## config.mk

```make
export PLATFORM = sky130hd
export DESIGN_NAME = chain_src_dma
export DESIGN_NICKNAME = d
export VERILOG_FILES = /design/src/rtl/cdma_pkg.sv /design/src/rtl/cdma_track.sv /design/src/rtl/cdma_seq.sv /design/src/rtl/cdma_regs.sv /design/src/rtl/chain_src_dma.sv
export SDC_FILE = /design/constraint.sdc
export NUM_CORES = 1
export LEC_CHECK = 0
export BUFFER_PORTS_ARGS = -buffer_cell sky130_fd_sc_hd__buf_4
export CAP_MARGIN = 15
export CORE_MARGIN = 8
export CORE_UTILIZATION = 60
export CTS_CLUSTER_DIAMETER = 80
export DETAILED_ROUTE_END_ITERATION = 8
export GPL_TIMING_DRIVEN = 0
export PLACE_DENSITY = 0.82
export RECOVER_POWER = 50
export SLEW_MARGIN = 20
export SYNTH_ARGS = -nofsm -noshare
export SYNTH_HDL_FRONTEND = slang
export SYNTH_SLANG_ARGS = --single-unit
```

## constraint.sdc

```tcl
create_clock -name clk -period 5.7 [get_ports clk]
set_clock_uncertainty 0.1 [all_clocks]
set_input_delay 0 -clock clk [delete_from_list [all_inputs] [get_ports clk]]
set_output_delay 0 -clock clk [all_outputs]
set_load 0.02 [all_outputs]
```

## src/rtl/cdma_pkg.sv

```systemverilog
package cdma_pkg;

   // what a returning read carries
   typedef enum logic [2:0] {
      RK_NONE,
      RK_FLAGS,
      RK_COUNT,
      RK_HDR,
      RK_DATA
   } rd_kind_e;

   // sequencer position
   typedef enum logic [2:0] {
      ST_CHECK,
      ST_TAG0,
      ST_TAG1,
      ST_HDR,
      ST_DATA
   } seq_st_e;

endpackage

```

## src/rtl/cdma_track.sv

```systemverilog
module cdma_track
   import cdma_pkg::*;
#(
   parameter int unsigned FREE_W = 8
) (
   input  logic              clk,
   input  logic              rst_n,
   input  rd_kind_e          issue_i,
   input  logic [31:0]       rdata_i,
   input  logic [FREE_W-1:0] fifo_free_i,
   output logic              push_o,
   output logic [31:0]       push_data_o,
   output logic              cap_flags_o,
   output logic              cap_count_o,
   output logic              inflight_o
);

   rd_kind_e rk_q;

   always_ff @(posedge clk) begin
      if (!rst_n) rk_q <= RK_NONE;
      else        rk_q <= issue_i;
   end

   always_comb begin
      push_o      = (rk_q == RK_HDR) || (rk_q == RK_DATA);
      push_data_o = rdata_i;
      cap_flags_o = (rk_q == RK_FLAGS);
      cap_count_o = (rk_q == RK_COUNT);
      inflight_o  = (rk_q != RK_NONE);
   end


   no_overflow_chk: assert property (@(posedge clk) disable iff (!rst_n)
      push_o |-> (fifo_free_i != '0));

endmodule

```

## src/rtl/cdma_seq.sv

```systemverilog
module cdma_seq
   import cdma_pkg::*;
#(
   parameter int unsigned FREE_W = 8,
   parameter int unsigned HDR_W  = 4,
   parameter int unsigned IDX_W  = 2
) (
   input  logic              clk,
   input  logic              rst_n,
   input  logic              ctl_wr_i,
   input  logic              ctl_en_i,
   input  logic [FREE_W-1:0] fifo_free_i,
   input  logic              push_now_i,
   input  logic              inflight_i,
   input  logic              cnt_zero_i,
   input  logic              stop_flag_i,
   output logic              enable_o,
   output logic              irq_o,
   output logic              clr_flags_o,
   output rd_kind_e          issue_o,
   output logic [IDX_W-1:0]  hdr_idx_o
);

   localparam logic [IDX_W-1:0] LAST_IDX = IDX_W'(HDR_W - 1);

   seq_st_e           st_q, st_d;
   logic [IDX_W-1:0]  idx_q, idx_d;
   logic              en_q, irq_q, stop;
   logic [FREE_W-1:0] free_eff;
   logic              room, hdr_room;

   always_comb begin
      free_eff = fifo_free_i - FREE_W'(push_now_i);
      room     = (free_eff != '0);
      hdr_room = (free_eff >= FREE_W'(HDR_W));
      st_d     = st_q;
      idx_d    = idx_q;
      issue_o  = RK_NONE;
      stop     = 1'b0;
      if (en_q) begin
         unique case (st_q)
            ST_CHECK: begin
               if (!cnt_zero_i)      st_d = ST_DATA;
               else if (stop_flag_i) stop = !inflight_i;
               else if (hdr_room)    st_d = ST_TAG0;
            end
            ST_TAG0: begin
               issue_o = RK_FLAGS;
               st_d    = ST_TAG1;
            end
            ST_TAG1: begin
               issue_o = RK_COUNT;
               st_d    = ST_HDR;
               idx_d   = '0;
            end
            ST_HDR: begin
               if (room) begin
                  issue_o = RK_HDR;
                  if (idx_q == LAST_IDX) st_d = ST_DATA;
                  else                   idx_d = idx_q + IDX_W'(1);
               end
            end
            ST_DATA: begin
               if (cnt_zero_i) st_d    = ST_CHECK;
               else if (room)  issue_o = RK_DATA;
            end
            default: st_d = ST_CHECK;
         endcase
      end
   end

   always_ff @(posedge clk) begin
      if (!rst_n) begin
         st_q  <= ST_CHECK;
         idx_q <= '0;
         en_q  <= 1'b0;
         irq_q <= 1'b0;
      end else begin
         st_q  <= st_d;
         idx_q <= idx_d;
         irq_q <= stop;
         if (stop)          en_q <= 1'b0;
         else if (ctl_wr_i) en_q <= ctl_en_i;
      end
   end

   assign enable_o    = en_q;
   assign irq_o       = irq_q;
   assign clr_flags_o = stop;
   assign hdr_idx_o   = idx_q;


   irq_pulse_chk: assert property (@(posedge clk) disable iff (!rst_n)
      irq_o |=> !irq_o);


   stop_off_chk: assert property (@(posedge clk) disable iff (!rst_n)
      irq_o |-> !enable_o);

endmodule

```

## src/rtl/cdma_regs.sv

```systemverilog
module cdma_regs
   import cdma_pkg::*;
#(
   parameter int unsigned AW         = 32,
   parameter int unsigned CNT_W      = 24,
   parameter int unsigned PADDR_W    = 24,
   parameter int unsigned GRAN       = 4,
   parameter int unsigned TAG_STRIDE = 16,
   parameter int unsigned IDX_W      = 2,
   parameter int unsigned HDR_W      = 4
) (
   input  logic             clk,
   input  logic             rst_n,
   input  logic             tag_wr_i,
   input  logic [AW-1:0]    tag_addr_i,
   input  rd_kind_e         issue_i,
   input  logic [IDX_W-1:0] hdr_idx_i,
   input  logic             cap_flags_i,
   input  logic             cap_count_i,
   input  logic             clr_flags_i,
   input  logic [31:0]      rdata_i,
   output logic [AW-1:0]    mem_addr_o,
   output logic             cnt_zero_o,
   output logic             stop_flag_o
);

   localparam int unsigned    HDR_OFS  = 8;
   localparam logic [IDX_W-1:0] LAST_IDX = IDX_W'(HDR_W - 1);

   logic [AW-1:0]    tadr_q, madr_q;
   logic [31:0]      flags_q;
   logic [CNT_W-1:0] cnt_q;
   logic [31:0]      cnt_round;

   generate
      if (GRAN == 1) begin : g_exact
         assign cnt_round = rdata_i;
      end else begin : g_round
         if ((GRAN & (GRAN - 1)) != 0) begin : g_bad_gran
            $error("GRAN must be a power of two");
         end
         assign cnt_round = (rdata_i + 32'(GRAN - 1)) & ~32'(GRAN - 1);
      end
   endgenerate

   always_comb begin
      unique case (issue_i)
         RK_FLAGS: mem_addr_o = tadr_q;
         RK_COUNT: mem_addr_o = tadr_q + AW'(4);
         RK_HDR:   mem_addr_o = tadr_q + AW'(HDR_OFS) + (AW'(hdr_idx_i) << 2);
         RK_DATA:  mem_addr_o = madr_q;
         default:  mem_addr_o = tadr_q;
      endcase
   end

   always_ff @(posedge clk) begin
      if (!rst_n) begin
         tadr_q  <= '0;
         madr_q  <= '0;
         flags_q <= '0;
         cnt_q   <= '0;
      end else begin
         if (tag_wr_i)
            tadr_q <= tag_addr_i;
         else if (issue_i == RK_HDR && hdr_idx_i == LAST_IDX)
            tadr_q <= tadr_q + AW'(TAG_STRIDE);

         if (cap_flags_i)
            madr_q <= AW'(rdata_i[PADDR_W-1:0]);
         else if (issue_i == RK_DATA)
            madr_q <= madr_q + AW'(4);

         if (clr_flags_i)      flags_q <= '0;
         else if (cap_flags_i) flags_q <= rdata_i;

         if (cap_count_i)
            cnt_q <= cnt_round[CNT_W-1:0];
         else if (issue_i == RK_DATA)
            cnt_q <= cnt_q - CNT_W'(1);
      end
   end

   assign cnt_zero_o  = (cnt_q == '0);
   assign stop_flag_o = flags_q[31] | flags_q[30];


   round_chk: assert property (@(posedge clk) disable iff (!rst_n)
      cap_count_i |=> ((cnt_q & CNT_W'(GRAN - 1)) == '0));


   data_step_chk: assert property (@(posedge clk) disable iff (!rst_n)
      (issue_i == RK_DATA && $past(issue_i == RK_DATA)) |->
         (mem_addr_o == $past(mem_addr_o) + AW'(4)));

endmodule

```

## src/rtl/chain_src_dma.sv

```systemverilog
module chain_src_dma
   import cdma_pkg::*;
#(
   parameter int unsigned AW         = 32,
   parameter int unsigned CNT_W      = 24,
   parameter int unsigned PADDR_W    = 24,
   parameter int unsigned FIFO_DEPTH = 128,
   parameter int unsigned HDR_W      = 4,
   parameter int unsigned GRAN       = 4,
   parameter int unsigned TAG_STRIDE = 16,
   localparam int unsigned FREE_W    = $clog2(FIFO_DEPTH + 1)
) (
   input  logic              clk,
   input  logic              rst_n,
   input  logic              ctl_wr_i,
   input  logic              ctl_en_i,
   input  logic              tag_wr_i,
   input  logic [AW-1:0]     tag_addr_i,
   output logic              busy_o,
   output logic              irq_o,
   output logic              mem_re_o,
   output logic [AW-1:0]     mem_addr_o,
   input  logic [31:0]       mem_rdata_i,
   input  logic [FREE_W-1:0] fifo_free_i,
   output logic              push_o,
   output logic [31:0]       push_data_o
);

   localparam int unsigned IDX_W = $clog2(HDR_W);

   generate
      if (HDR_W < 2) begin : g_bad_hdr
         $error("HDR_W must be at least 2");
      end
      if (FIFO_DEPTH < HDR_W) begin : g_bad_depth
         $error("FIFO_DEPTH must hold a full header");
      end
      if (AW < PADDR_W || PADDR_W > 32) begin : g_bad_aw
         $error("PADDR_W must fit in AW and in a 32-bit word");
      end
      if (CNT_W > 32) begin : g_bad_cnt
         $error("CNT_W must not exceed 32");
      end
   endgenerate

   rd_kind_e         issue;
   logic [IDX_W-1:0] hdr_idx;
   logic             cap_flags, cap_count, inflight, clr_flags;
   logic             cnt_zero, stop_flag;

   cdma_seq #(
      .FREE_W (FREE_W),
      .HDR_W  (HDR_W),
      .IDX_W  (IDX_W)
   ) u_seq (
      .clk         (clk),
      .rst_n       (rst_n),
      .ctl_wr_i    (ctl_wr_i),
      .ctl_en_i    (ctl_en_i),
      .fifo_free_i (fifo_free_i),
      .push_now_i  (push_o),
      .inflight_i  (inflight),
      .cnt_zero_i  (cnt_zero),
      .stop_flag_i (stop_flag),
      .enable_o    (busy_o),
      .irq_o       (irq_o),
      .clr_flags_o (clr_flags),
      .issue_o     (issue),
      .hdr_idx_o   (hdr_idx)
   );

   cdma_regs #(
      .AW         (AW),
      .CNT_W      (CNT_W),
      .PADDR_W    (PADDR_W),
      .GRAN       (GRAN),
      .TAG_STRIDE (TAG_STRIDE),
      .IDX_W      (IDX_W),
      .HDR_W      (HDR_W)
   ) u_regs (
      .clk         (clk),
      .rst_n       (rst_n),
      .tag_wr_i    (tag_wr_i),
      .tag_addr_i  (tag_addr_i),
      .issue_i     (issue),
      .hdr_idx_i   (hdr_idx),
      .cap_flags_i (cap_flags),
      .cap_count_i (cap_count),
      .clr_flags_i (clr_flags),
      .rdata_i     (mem_rdata_i),
      .mem_addr_o  (mem_addr_o),
      .cnt_zero_o  (cnt_zero),
      .stop_flag_o (stop_flag)
   );

   cdma_track #(
      .FREE_W (FREE_W)
   ) u_track (
      .clk         (clk),
      .rst_n       (rst_n),
      .issue_i     (issue),
      .rdata_i     (mem_rdata_i),
      .fifo_free_i (fifo_free_i),
      .push_o      (push_o),
      .push_data_o (push_data_o),
      .cap_flags_o (cap_flags),
      .cap_count_o (cap_count),
      .inflight_o  (inflight)
   );

   assign mem_re_o = (issue != RK_NONE);


   push_follows_read_chk: assert property (@(posedge clk) disable iff (!rst_n)
      push_o |-> $past(mem_re_o));


   pause_quiet_chk: assert property (@(posedge clk) disable iff (!rst_n)
      (!busy_o && $past(!busy_o)) |-> !push_o);

endmodule

```

==> impl_metrics.prom <==
# TYPE chip_impl_metric gauge
chip_impl_metric{name="start_util",unit="%"} 61.0
chip_impl_metric{name="post_drt_via_cell_ratio",unit=""} 6.43
chip_impl_metric{name="fin_nets",unit=""} 1250
chip_impl_info{name="hp-class",value="primary input to register"} 1
chip_impl_info{name="crit_type",value="register to primary output"} 1
chip_impl_metric{name="gr-total-overflow",unit=""} 0
chip_impl_info{name="run_status",value="finished, violations left"} 1
chip_impl_metric{name="number_of_drc_violations_after_detailed_routing_iteration_0",unit=""} 1081
chip_impl_metric{name="mappedNetlistArea",unit="um2"} 7260
chip_impl_metric{name="max_freq",unit="MHz"} 233
chip_impl_metric{name="grt_max_degree",unit=""} 18
chip_impl_metric{name="post_detailed_placement_half_perimeter_wirelength",unit="um"} 19200
chip_impl_metric{name="setup_tns",unit="ps"} 0
chip_impl_metric{name="regArea",unit="um2"} 2000
chip_impl_metric{name="tightest_slew",unit="ps"} 1790
chip_impl_info{name="grt_setup_unrepaired",value="no"} 1
chip_impl_metric{name="vdd_drop_max",unit="V"} 0.000194
chip_impl_metric{name="die_y",unit="um"} 126
chip_impl_metric{name="fp.coreArea",unit="um2"} 11900
chip_impl_metric{name="async_flop_share",unit="%"} 0
chip_impl_metric{name="final_count_of_hold_timing_violations",unit=""} 0
chip_impl_metric{name="drv.max_cap_violation_count",unit=""} 1
chip_impl_metric{name="cts_buffer_depth",unit=""} 2
chip_impl_metric{name="synthDominantCellAreaShare",unit="%"} 27.6
chip_impl_metric{name="die-area",unit="um2"} 15900
chip_impl_metric{name="cts.reportedPaths.clkPinSlew",unit="ps"} 70
chip_impl_metric{name="numClockSinks",unit=""} 100
chip_impl_metric{name="crit_fanout",unit=""} 10
chip_impl_metric{name="core.rowCount",unit=""} 40
chip_impl_metric{name="clock_tree.htree_level_count",unit=""} 3
chip_impl_metric{name="drt-wirelength-per-cell",unit="um"} 20.7
chip_impl_metric{name="clk-insertion-delay-late",unit="ps"} 360
chip_impl_info{name="violations",value="max-capacitance violations, max-slew violations"} 1
chip_impl_metric{name="syn_nets",unit=""} 1039
chip_impl_metric{name="placement.setup.worst_slack",unit="ps"} 2290
chip_impl_metric{name="min_period",unit="ps"} 4300
chip_impl_metric{name="postRouteWirelength",unit="um"} 27200
chip_impl_metric{name="initial_antenna_violation_count",unit=""} 1
chip_impl_metric{name="final_period_util",unit="%"} 75.4
chip_impl_metric{name="crit_arrival",unit="ps"} 4200
chip_impl_metric{name="setup_ws",unit="ps"} 1400
chip_impl_metric{name="fill_cells",unit=""} 948
chip_impl_info{name="ys.flop_type",value="sky130_fd_sc_hd__dfxtp_1"} 1
chip_impl_info{name="synth.top_cells.by_area",value="sky130_fd_sc_hd__dfxtp_1 (28%), sky130_fd_sc_hd__xnor2_1 (6.0%), sky130_fd_sc_hd__xor2_1 (5.9%), sky130_fd_sc_hd__a21oi_1 (5.8%), sky130_fd_sc_hd__o21ai_0 (5.1%)"} 1
chip_impl_info{name="worstSetupStartpointType",value="register"} 1
chip_impl_metric{name="setup_viol_count_final",unit=""} 0
chip_impl_metric{name="grt_pass1_wl",unit="um"} 43200
chip_impl_info{name="worst_setup_path_end_kind",value="primary output"} 1
chip_impl_metric{name="cts_inserted_buffers",unit=""} 9
chip_impl_metric{name="share_of_layout_cells_above_drive_strength_1",unit="%"} 16.1
chip_impl_metric{name="drt_pre_antenna_iters",unit=""} 6
chip_impl_metric{name="grtUsageTotal",unit="%"} 33.5
chip_impl_info{name="synth_most_common_cell",value="sky130_fd_sc_hd__dfxtp_1"} 1
chip_impl_metric{name="critPathRequiredTime",unit="ps"} 5600
chip_impl_metric{name="area_delta_synth_final",unit="%"} 27.3
chip_impl_metric{name="synth-seq-cells",unit=""} 100
chip_impl_info{name="ctsRootBufferMaster",value="sky130_fd_sc_hd__clkbuf_16"} 1
chip_impl_metric{name="yosysWarnings",unit=""} 0
chip_impl_metric{name="final_area",unit="um2"} 9250
chip_impl_metric{name="multiInputGateArea",unit="um2"} 4640
chip_impl_metric{name="placed_cell_area",unit="um2"} 8490
chip_impl_info{name="cell_taking_the_most_area_after_synthesis",value="sky130_fd_sc_hd__dfxtp_1"} 1
chip_impl_metric{name="syn-mean-instance-area",unit="um2"} 7.64
chip_impl_metric{name="gp_congestion",unit=""} 1.02
chip_impl_info{name="tritoncts_clock_tree",value="done"} 1
chip_impl_metric{name="netlist_instances",unit=""} 951
chip_impl_metric{name="die_w",unit="um"} 126
chip_impl_metric{name="synth_edf_count",unit=""} 0
chip_impl_metric{name="io_buffers",unit=""} 137
chip_impl_metric{name="drcViolationCount",unit=""} 0
chip_impl_metric{name="timing_max_transition_violations_final",unit=""} 7
chip_impl_metric{name="cts_post_setup_buffers_inserted",unit=""} 0
chip_impl_metric{name="p_per_area",unit="nW/um2"} 193
chip_impl_metric{name="synth.distinct_cells",unit=""} 79
chip_impl_metric{name="synth.yosys.seq_area_share",unit="%"} 27.6
chip_impl_metric{name="antenna_violating_nets_post_route",unit=""} 0
chip_impl_metric{name="routed-via-count",unit=""} 8450
chip_impl_metric{name="first_global_vias",unit=""} 8148
chip_impl_info{name="synth.cells.most_frequent",value="sky130_fd_sc_hd__dfxtp_1 (100), sky130_fd_sc_hd__a21oi_1 (84), sky130_fd_sc_hd__nor2_1 (80)"} 1
chip_impl_metric{name="worst_slew_margin_rel",unit="%"} -22.4
chip_impl_metric{name="p_leak",unit="uW"} 0.00345
chip_impl_metric{name="top_level_pins",unit=""} 145
[sequential cells by signal, indices dropped and copies added, names as in the netlist]
signal	count
u_regs.tadr_q	32
u_regs.madr_q	32
u_seq.st_q	3
u_seq.hdr_idx_o	2
u_track.rk_q	3
u_regs.cnt_q	24
u_seq.irq_o	1
u_seq.enable_o	1
u_regs.flags_q	2
[area by class of cell]
class / count / area share [%]
inverter: 16 / 0.650
multi-input combinational: 741 / 50.2
clock buffer: 9 / 2.44
antenna: 1 / 0.0271
buffer: 94 / 5.49
clock inverter: 7 / 1.06
tap: 147 / 1.99
sequential: 100 / 21.7
timing repair buffer: 200 / 16.5
[cells by family (layout without fill, tap and decap cells)]
logic type                 after synthesis  count (layout)  share of synthesized area (%)
and+or+nand+nor                        364             364                           26.8
DFF                                    100             100                           27.6
xor gates and xnor gates               100             100                           12.2
buffers and inverters                  110             326                           7.89
AOI/OAI and AO/OA                      254             254                           22.0
adders and majority gates               11              11                           2.00
other                                    0               1                              0
muxes                                   12              12                           1.67
[timing repair]
item / CTS / global route
hold endpoints to repair: 75 / 0
endpoints found under the setup margin: 0 / 0
gates resized for setup: 0 / 0
hold buffers: 63 / 0
[path summary, 6_finish.rpt]
check,start,to,slack (ps),cells past startpoint
setup / recovery,u_track.rk_q[0]$_SDFF_PN0_,mem_addr_o[15],1400,12
hold / removal,rst_n,u_regs.cnt_q[18]$_SDFFE_PN0P_,100,4
setup reg to reg,u_track.rk_q[0]$_SDFF_PN0_,u_regs.cnt_q[1]$_SDFFE_PP0N_,1830,10
hold reg to reg,u_seq.hdr_idx_o[1]$_SDFFE_PN0P_,u_seq.hdr_idx_o[1]$_SDFFE_PN0P_,380,2
[through the flow]
step	power, uW	hold slack, ps	instances	utilization [%]
3_5_place_dp	1070	99.5	1235	71.3
4_1_cts	1780	70.1	1314	79.3
6_report	1780	97.3	1315	77.6
5_1_grt	1830	122	1315	77.6
2_1_floorplan	931	12.6	951	-
3_3_place_gp	1070	99.1	1235	71.1
[report_power, final]
group          switching (uW)  internal (uW)  leakage (uW)  total, uW
clock                     299            388      0.000152        687
combinational             193            158       0.00249        351
sequential               24.0            718      0.000814        742
[critical path, cell delays in order, from the launching register on]
cell	delay, ps
sky130_fd_sc_hd__dfxtp_1	330
sky130_fd_sc_hd__nand2b_1	140
sky130_fd_sc_hd__o21ai_0	270
sky130_fd_sc_hd__ha_1	250
sky130_fd_sc_hd__xor2_1	120
sky130_fd_sc_hd__nor4_1	860
sky130_fd_sc_hd__clkbuf_1	520
sky130_fd_sc_hd__a21oi_1	230
sky130_fd_sc_hd__buf_2	250
sky130_fd_sc_hd__clkbuf_1	280
sky130_fd_sc_hd__o211ai_1	160
sky130_fd_sc_hd__o311ai_0	200
sky130_fd_sc_hd__buf_4	210
[layer usage]
| metal | track usage, % | routed length, um |
|---|---|---|
| met1 | 41.3 | 10800 |
| met2 | 53.3 | 12400 |
| met3 | 9.20 | 2870 |
| met4 | 15.6 | 1180 |
| met5 | 0 | 0 |
[placed cells by master (no fill, tap or decap), types with 3 or more instances in the layout]
cell type / n
sky130_fd_sc_hd__a211oi_1: 12
sky130_fd_sc_hd__buf_4: 133
sky130_fd_sc_hd__nor4_1: 15
sky130_fd_sc_hd__o22ai_1: 6
sky130_fd_sc_hd__o21ai_0: 74
sky130_fd_sc_hd__inv_1: 15
sky130_fd_sc_hd__and4_1: 7
sky130_fd_sc_hd__a22oi_1: 5
sky130_fd_sc_hd__a21o_1: 8
sky130_fd_sc_hd__nor3_1: 22
sky130_fd_sc_hd__nand2_1: 75
sky130_fd_sc_hd__a221o_1: 5
sky130_fd_sc_hd__nand3b_1: 7
sky130_fd_sc_hd__a21oi_1: 84
sky130_fd_sc_hd__nand3_1: 46
sky130_fd_sc_hd__nand4_1: 32
sky130_fd_sc_hd__nand2b_1: 8
sky130_fd_sc_hd__or3_1: 10
sky130_fd_sc_hd__mux2i_1: 11
sky130_fd_sc_hd__or4_1: 10
sky130_fd_sc_hd__buf_2: 15
sky130_fd_sc_hd__o211ai_1: 10
sky130_fd_sc_hd__and2_1: 8
sky130_fd_sc_hd__clkbuf_16: 9
sky130_fd_sc_hd__a311oi_1: 3
sky130_fd_sc_hd__nor2_1: 80
sky130_fd_sc_hd__o311ai_0: 9
sky130_fd_sc_hd__clkbuf_1: 79
sky130_fd_sc_hd__xor2_1: 50
sky130_fd_sc_hd__nand4b_1: 5
sky130_fd_sc_hd__a31oi_1: 12
sky130_fd_sc_hd__xnor2_1: 50
sky130_fd_sc_hd__dfxtp_1: 100
sky130_fd_sc_hd__nor2b_1: 7
sky130_fd_sc_hd__and3_1: 12
sky130_fd_sc_hd__dlygate4sd3_1: 63
sky130_fd_sc_hd__ha_1: 10
Note: power is estimated with default switching activity, not from simulation.
